## config.mk

```make
export PLATFORM = sky130hd
export DESIGN_NAME = btb_unit
export DESIGN_NICKNAME = d
export VERILOG_FILES = /design/src/rtl/btb_pkg.sv /design/src/rtl/btb_tag_match.sv /design/src/rtl/btb_victim_sel.sv /design/src/rtl/btb_unit.sv
export SDC_FILE = /design/constraint.sdc
export NUM_CORES = 1
export LEC_CHECK = 0
export BUFFER_PORTS_ARGS = -buffer_cell sky130_fd_sc_hd__buf_2
export CAP_MARGIN = 10
export CORE_MARGIN = 5
export CORE_UTILIZATION = 40
export DETAILED_ROUTE_END_ITERATION = 6
export PLACE_DENSITY = 0.67
export SKIP_LAST_GASP = 1
export SLEW_MARGIN = 20
export SYNTH_ARGS = -nofsm -noshare
export SYNTH_HDL_FRONTEND = slang
export SYNTH_SLANG_ARGS = --single-unit
export TNS_END_PERCENT = 10
```

## constraint.sdc

```tcl
create_clock -name clk -period 7.9 [get_ports clk]
set_input_delay 1.58 -clock clk [delete_from_list [all_inputs] [get_ports clk]]
set_output_delay 1.58 -clock clk [all_outputs]
set_load 0.02 [all_outputs]
```

## src/rtl/btb_pkg.sv

```systemverilog
package btb_pkg;
  typedef enum logic [1:0] {
    WR_NONE   = 2'd0,
    WR_UPDATE = 2'd1,
    WR_ALLOC  = 2'd2
  } wr_kind_e;
endpackage

```

## src/rtl/btb_tag_match.sv

```systemverilog
module btb_tag_match #(
  parameter int AW    = 32,
  parameter int DEPTH = 8,
  localparam int IW   = (DEPTH > 1) ? $clog2(DEPTH) : 1
) (
  input  logic                      clk,
  input  logic                      rst,
  input  logic [AW-1:0]             key,
  input  logic [DEPTH-1:0]          vld,
  input  logic [DEPTH-1:0][AW-1:0]  tags,
  output logic                      hit,
  output logic [IW-1:0]             hit_idx
);
  logic [DEPTH-1:0] hit_vec;

  for (genvar g = 0; g < DEPTH; g++) begin : g_cmp
    assign hit_vec[g] = vld[g] && (tags[g] == key);
  end

  assign hit = |hit_vec;

  always_comb begin
    hit_idx = '0;
    for (int i = DEPTH - 1; i >= 0; i--) begin
      if (hit_vec[i]) hit_idx = IW'(i);
    end
  end


  one_match_chk: assert property (@(posedge clk) disable iff (rst) $onehot0(hit_vec));
endmodule

```

## src/rtl/btb_victim_sel.sv

```systemverilog
module btb_victim_sel #(
  parameter int DEPTH = 8,
  localparam int IW   = (DEPTH > 1) ? $clog2(DEPTH) : 1
) (
  input  logic             clk,
  input  logic             rst,
  input  logic [DEPTH-1:0] vld,
  input  logic             advance,
  output logic [IW-1:0]    victim
);
  logic [IW-1:0] rr_q;
  logic [IW-1:0] free_idx;
  logic          full;

  assign full = &vld;

  always_comb begin
    free_idx = '0;
    for (int i = DEPTH - 1; i >= 0; i--) begin
      if (!vld[i]) free_idx = IW'(i);
    end
  end

  assign victim = full ? rr_q : free_idx;

  always_ff @(posedge clk) begin
    if (rst) rr_q <= '0;
    else if (advance && full) rr_q <= (rr_q == IW'(DEPTH - 1)) ? '0 : rr_q + 1'b1;
  end


  rr_step_chk: assert property (@(posedge clk) disable iff (rst)
    (advance && full) |=> (rr_q == (($past(rr_q) == IW'(DEPTH - 1)) ? '0 : $past(rr_q) + 1'b1)));

  rr_hold_chk: assert property (@(posedge clk) disable iff (rst)
    !(advance && full) |=> $stable(rr_q));
endmodule

```

## src/rtl/btb_unit.sv

```systemverilog
module btb_unit
  import btb_pkg::*;
#(
  parameter int AW    = 32,
  parameter int DEPTH = 8,
  parameter int STEP  = 4
) (
  input  logic          clk,
  input  logic          rst,
  input  logic [AW-1:0] fetch_pc,
  output logic          lk_hit,
  output logic          lk_taken,
  output logic [AW-1:0] lk_target,
  output logic [AW-1:0] next_pc,
  input  logic          rs_valid,
  output logic          rs_ready,
  input  logic [AW-1:0] rs_pc,
  input  logic          rs_taken,
  input  logic [AW-1:0] rs_target
);
  localparam int IW = (DEPTH > 1) ? $clog2(DEPTH) : 1;

  logic [DEPTH-1:0]         valid_q;
  logic [DEPTH-1:0][AW-1:0] tag_q;
  logic [DEPTH-1:0][AW-1:0] tgt_q;
  logic [DEPTH-1:0]         dir_q;

  logic          pend_q;
  logic [AW-1:0] p_pc;
  logic          p_tk;
  logic [AW-1:0] p_tgt;
  logic          accept;

  assign rs_ready = !pend_q;
  assign accept   = rs_valid && rs_ready;

  always_ff @(posedge clk) begin
    if (rst) pend_q <= 1'b0;
    else     pend_q <= accept;
    if (accept) begin
      p_pc  <= rs_pc;
      p_tk  <= rs_taken;
      p_tgt <= rs_target;
    end
  end

  // Fetch-side lookup
  logic          f_hit;
  logic [IW-1:0] f_idx;

  btb_tag_match #(.AW(AW), .DEPTH(DEPTH)) u_fetch_match (
    .clk(clk), .rst(rst), .key(fetch_pc), .vld(valid_q), .tags(tag_q),
    .hit(f_hit), .hit_idx(f_idx)
  );

  assign lk_hit    = f_hit;
  assign lk_taken  = f_hit && dir_q[f_idx];
  assign lk_target = tgt_q[f_idx];
  assign next_pc   = lk_taken ? lk_target : fetch_pc + AW'(STEP);

  // Resolve-side write
  logic          w_hit;
  logic [IW-1:0] w_idx;
  logic [IW-1:0] victim;
  logic [IW-1:0] wr_idx;
  wr_kind_e      kind;

  btb_tag_match #(.AW(AW), .DEPTH(DEPTH)) u_write_match (
    .clk(clk), .rst(rst), .key(p_pc), .vld(valid_q), .tags(tag_q),
    .hit(w_hit), .hit_idx(w_idx)
  );

  always_comb begin
    if (!pend_q)    kind = WR_NONE;
    else if (w_hit) kind = WR_UPDATE;
    else if (p_tk)  kind = WR_ALLOC;
    else            kind = WR_NONE;
  end

  btb_victim_sel #(.DEPTH(DEPTH)) u_victim (
    .clk(clk), .rst(rst), .vld(valid_q), .advance(kind == WR_ALLOC), .victim(victim)
  );

  assign wr_idx = (kind == WR_UPDATE) ? w_idx : victim;

  always_ff @(posedge clk) begin
    if (rst) begin
      valid_q <= '0;
    end else if (kind != WR_NONE) begin
      valid_q[wr_idx] <= 1'b1;
      tag_q[wr_idx]   <= p_pc;
      tgt_q[wr_idx]   <= p_tgt;
      dir_q[wr_idx]   <= p_tk;
    end
  end


  busy_after_accept_chk: assert property (@(posedge clk) disable iff (rst)
    (rs_valid && rs_ready) |=> !rs_ready);

  busy_one_cycle_chk: assert property (@(posedge clk) disable iff (rst)
    !rs_ready |=> rs_ready);

  taken_needs_hit_chk: assert property (@(posedge clk) disable iff (rst)
    lk_taken |-> lk_hit);

  nt_miss_quiet_chk: assert property (@(posedge clk) disable iff (rst)
    (pend_q && !p_tk && !w_hit) |=> $stable(valid_q));

  alloc_grows_chk: assert property (@(posedge clk) disable iff (rst)
    (pend_q && p_tk && !w_hit && !(&valid_q)) |=> ($countones(valid_q) == $countones($past(valid_q)) + 1));
endmodule

```

==> results by group <==
Worst setup path
  – Crit Path Class: in -> out
  – Crit path required time: approximately 6300 ps
  – Worst path buffer plus inverter count: 3
  – Critical path launch point type: input pin
  – Most used cell, CP: buf_2
  – CP Cell Sequence: buf_2 > xor2_1 > nor4_1 > nand4_1 > or4_4 > o221ai_2 > a21bo_2 > buf_4 > a31oi_1 > a211oi_2 > mux2_2 > buf_2
  – Crit path max-delay family: compound AO/OA/AOI/OAI gates
  – Critical path fanouts, max: 30
  – Slowest-stage cell, CP: a21bo_2
  – Critical path endpoint category: output port
  – Crit path DAT: approximately 5700 ps
  – Crit path largest cell delay: 580 ps

Yosys
  – Post-synth top cells: edfxtp_1, xor2_1, nand2_1
  – Synth top area share: between 50 and 60%
  – Asr flop ratio synth: 0%
  – Seq cells post-synth: around 600
  – Synth Area in Compound Gates: 6.41%
  – Syn_nets: roughly 2500
  – Simple-Gate Fraction of Synth Area: between 10% and 20%
  – Sequential area share after synthesis: ~60%
  – Synth Cell Area: 30000 um2
  – Mapped Cells: between 2000 and 2500
  – Synth area leader: edfxtp_1
  – Top-count cell post-synth: edfxtp_1
  – Mean Syn Cell Area: 12.6 um2
  – Largest family of logic cells by synthesized area: XOR/XNOR gates
  – Post-synthesis cell type count: 74
  – Number of enable flip-flop cells after synthesis: around 600
  – Xor/xnor share of the synthesized area: 15.8%
  – Synth area leaders: edfxtp_1, xor2_1, xnor2_1
  – Multiplexer share of the synthesized area: under 10%
  – Synth Area in Adders: less than 1%
  – YS warnings: 0
  – Most used DFF post-synth: edfxtp_1

Clocking
  – Sink Count: a little under 600
  – Clk_lat worst skew: 610 ps
  – Resized Gates After CTS: 0
  – H-tree Lvls: 3
  – Postcts setup bufs: 0
  – Clock transition at path regs: ~60 ps
  – Clk root buf: clkbuf_16
  – Max clock buf depth: 3
  – Hold_buf cts: 0
  – CTS Buf Count: 67
  – CTS tree: yes

STA
  – Final Critical Period: 7310 ps
  – Max Clock Freq: between 100 and 150 MHz
  – Final WS setup: approximately 590 ps
  – Final hold vios: 0
  – Clk_skew: roughly 27 ps
  – Final setup fails: 0
  – Setup repair after global routing missed its margin: no
  – Crit share post-route: 92.5%
  – Max-slew violations: 0
  – Slew HR: roughly a fifth
  – Worst slew pin tran: approximately 1200 ps
  – Setup TNS: 0 ps

Detailed routing
  – Vias per Instance: just over 6
  – Antenna-violating nets left: 0
  – Routed wl met2: 47200 um
  – Overall routed net length: around 110000 um
  – DRC: 3
  – Met3 Wirelength: between 9000 and 10000 um
  – Total vias in the final route: roughly 22000
  – Wl on met1: approximately 43000 um
  – Highest routed layer: met5
  – TritonRoute pass-1 iters: 7
  – WL per Instance: 29.6 um
  – Iter 0 DRT Violations: ~2600

Power
  – Net Switching: around 0.0017 W
  – Clock network fraction of total power: ~43%
  – Pleak: between 10 and 15 nW
  – Total power: just over 0.007 W
  – Switch share: a little under a quarter
  – Power Dens Cells: 207 nW/um2
  – Sequential share of power: 50.5%
  – Combinational Power Share: under 10%
  – Cell Int Power: about 0.0054 W
  – Max VDD drop: roughly 120 uV

Placed design
  – Number of port buffers: around 170
  – Pre-CTS WS: 682 ps
  – Gpl congestion: approximately 0.96
  – Post-DP HPWL: around 70000 um
  – DP Cell Count: around 3500

Die
  – DIE HEIGHT: between 200 and 300 um
  – Die W: between 200 and 300 um
  – Die ar.: roughly 80000 um2
  – I/O pin count: between 150 and 200
  – Core Box Area: 74300 um2
  – Initial Util: between 40% and 50%
  – Rows: 100

Run status
  – Status: finished, violations left
  – Failing checks: design-rule violations

GRT
  – GR Util All Layers: about a quarter
  – Gr ovfl total: 0
  – Initial antenna violation count: 3
  – Largest net degree at the start of global routing: 98
  – Vias in the first global route: about 21000
  – Global-route wire length before repair: 150000 um

Final layout
  – Layout cell share with drive strength beyond 1: between 10% and 20%
  – Fin cells: between 3000 and 4000
  – # fillers: about 6700
  – Area Overhead vs Synth: 13.9%
  – # nets final: between 2000 and 3000
  – Fin util: a little under half

Job
  – Max Cap Violations: 0

Hold path
  – Worst min-delay path class: reg -> reg
==> worst reg2reg max path: stages (launching register included) <==
cell and delay (ps):
edfxtp_1 1140, xor2_1 150, nor4_1 390, nand4_1 150, or4_1 740, nand4_1 260
o21ai_1 100, nand2b_1 160, o21ai_1 730, inv_1 350, nor2_4 600, buf_4 590
==> power groups by stage <==
| stage | combinational [W] | sequential, W | clock, W |
|---|---|---|---|
| floorplan | 0.000242 | 0.00361 | 0 |
| global placement | 0.000440 | 0.00363 | 0 |
| detailed placement | 0.000447 | 0.00363 | 0 |
| CTS | 0.000450 | 0.00357 | 0.00309 |
| global route | 0.000473 | 0.00357 | 0.00321 |
| finish | 0.000457 | 0.00357 | 0.00305 |
==> final timing paths <==
check / start / to / slack, ps / cells after the start
max: fetch_pc[25] / next_pc[1] / 590 / 12
min: p_pc[21]$_DFFE_PP_ / tag_q[149]$_DFFE_PP_ / 520 / 0
max reg2reg: p_pc[7]$_DFFE_PP_ / tgt_q[168]$_DFFE_PP_ / 2130 / 11
min reg2reg: p_pc[21]$_DFFE_PP_ / tag_q[149]$_DFFE_PP_ / 520 / 0
==> state kept, by name (all words and copies together), names as in the netlist <==
name / count
p_pc: 32
tgt_q: 256
pend_q: 1
u_victim.rr_q: 3
tag_q: 256
p_tgt: 32
dir_q: 8
valid_q: 8
p_tk: 1
==> stage by stage <==
| stage | cell area, um2 | hold slack [ps] |
|---|---|---|
| final | 34100 | 517 |
| after floorplan | 30000 | 452 |
| after detailed placement | 32000 | 501 |
| after global placement | 31900 | 483 |
| after CTS | 34100 | 516 |
| after global routing | 34100 | 554 |
==> placed cells by master (no fill, tap or decap), types with 5 or more instances in the layout <==
cell type	Yosys	final
o221ai_2	9	9
mux2_2	35	35
xnor2_1	155	155
clkinv_2	0	10
nand2b_1	9	9
or3_1	8	8
nor2_1	62	60
and3_1	30	30
a2bb2oi_2	9	9
xor2_1	382	382
nor4b_1	6	6
inv_1	44	44
o21ai_1	17	17
buf_2	34	166
dfxtp_1	12	12
edfxtp_1	585	585
nor3_1	28	26
nand2_1	215	215
o21ai_0	63	63
nor4_1	155	154
mux2i_1	5	5
and2_1	13	9
clkbuf_16	0	68
nand4_1	64	64
clkinv_1	1	10
nand3_1	125	124
or4_1	9	7
buf_4	12	86
nand4b_1	7	7
a311o_1	28	28
a22o_1	5	5
a2bb2oi_1	45	45
o221ai_1	19	19
and3_4	11	11
clkbuf_1	75	12
==> final cells by class <==
class | instances | area, um2 | share of cell area [%]
inverter | 46 | 173 | 0.506
clock buffer | 82 | 1770 | 5.20
sequential | 597 | 17800 | 52.2
clock inverter | 34 | 314 | 0.920
multi-input combinational | 1579 | 11200 | 32.9
antenna | 3 | 7.51 | 0.0220
timing repair buffer | 260 | 1610 | 4.72
tap | 969 | 1210 | 3.55
==> per-layer routing <==
metal  vias up  GRT usage (%)
li1       9191              -
met1     10808           34.9
met2      1301           38.8
met3       241           4.64
met4         2           11.3
met5         -              0
==> kinds of logic after synthesis <==
| kind of cell | Yosys count |
|---|---|
| AOI/OAI and AO/OA | 237 |
| muxes | 40 |
| DFF | 597 |
| xor gates and xnor gates | 538 |
| and+or+nand+nor | 761 |
| buffers and inverters | 194 |
| adders and majority gates | 3 |
Power figures use the tool's default switching activity.
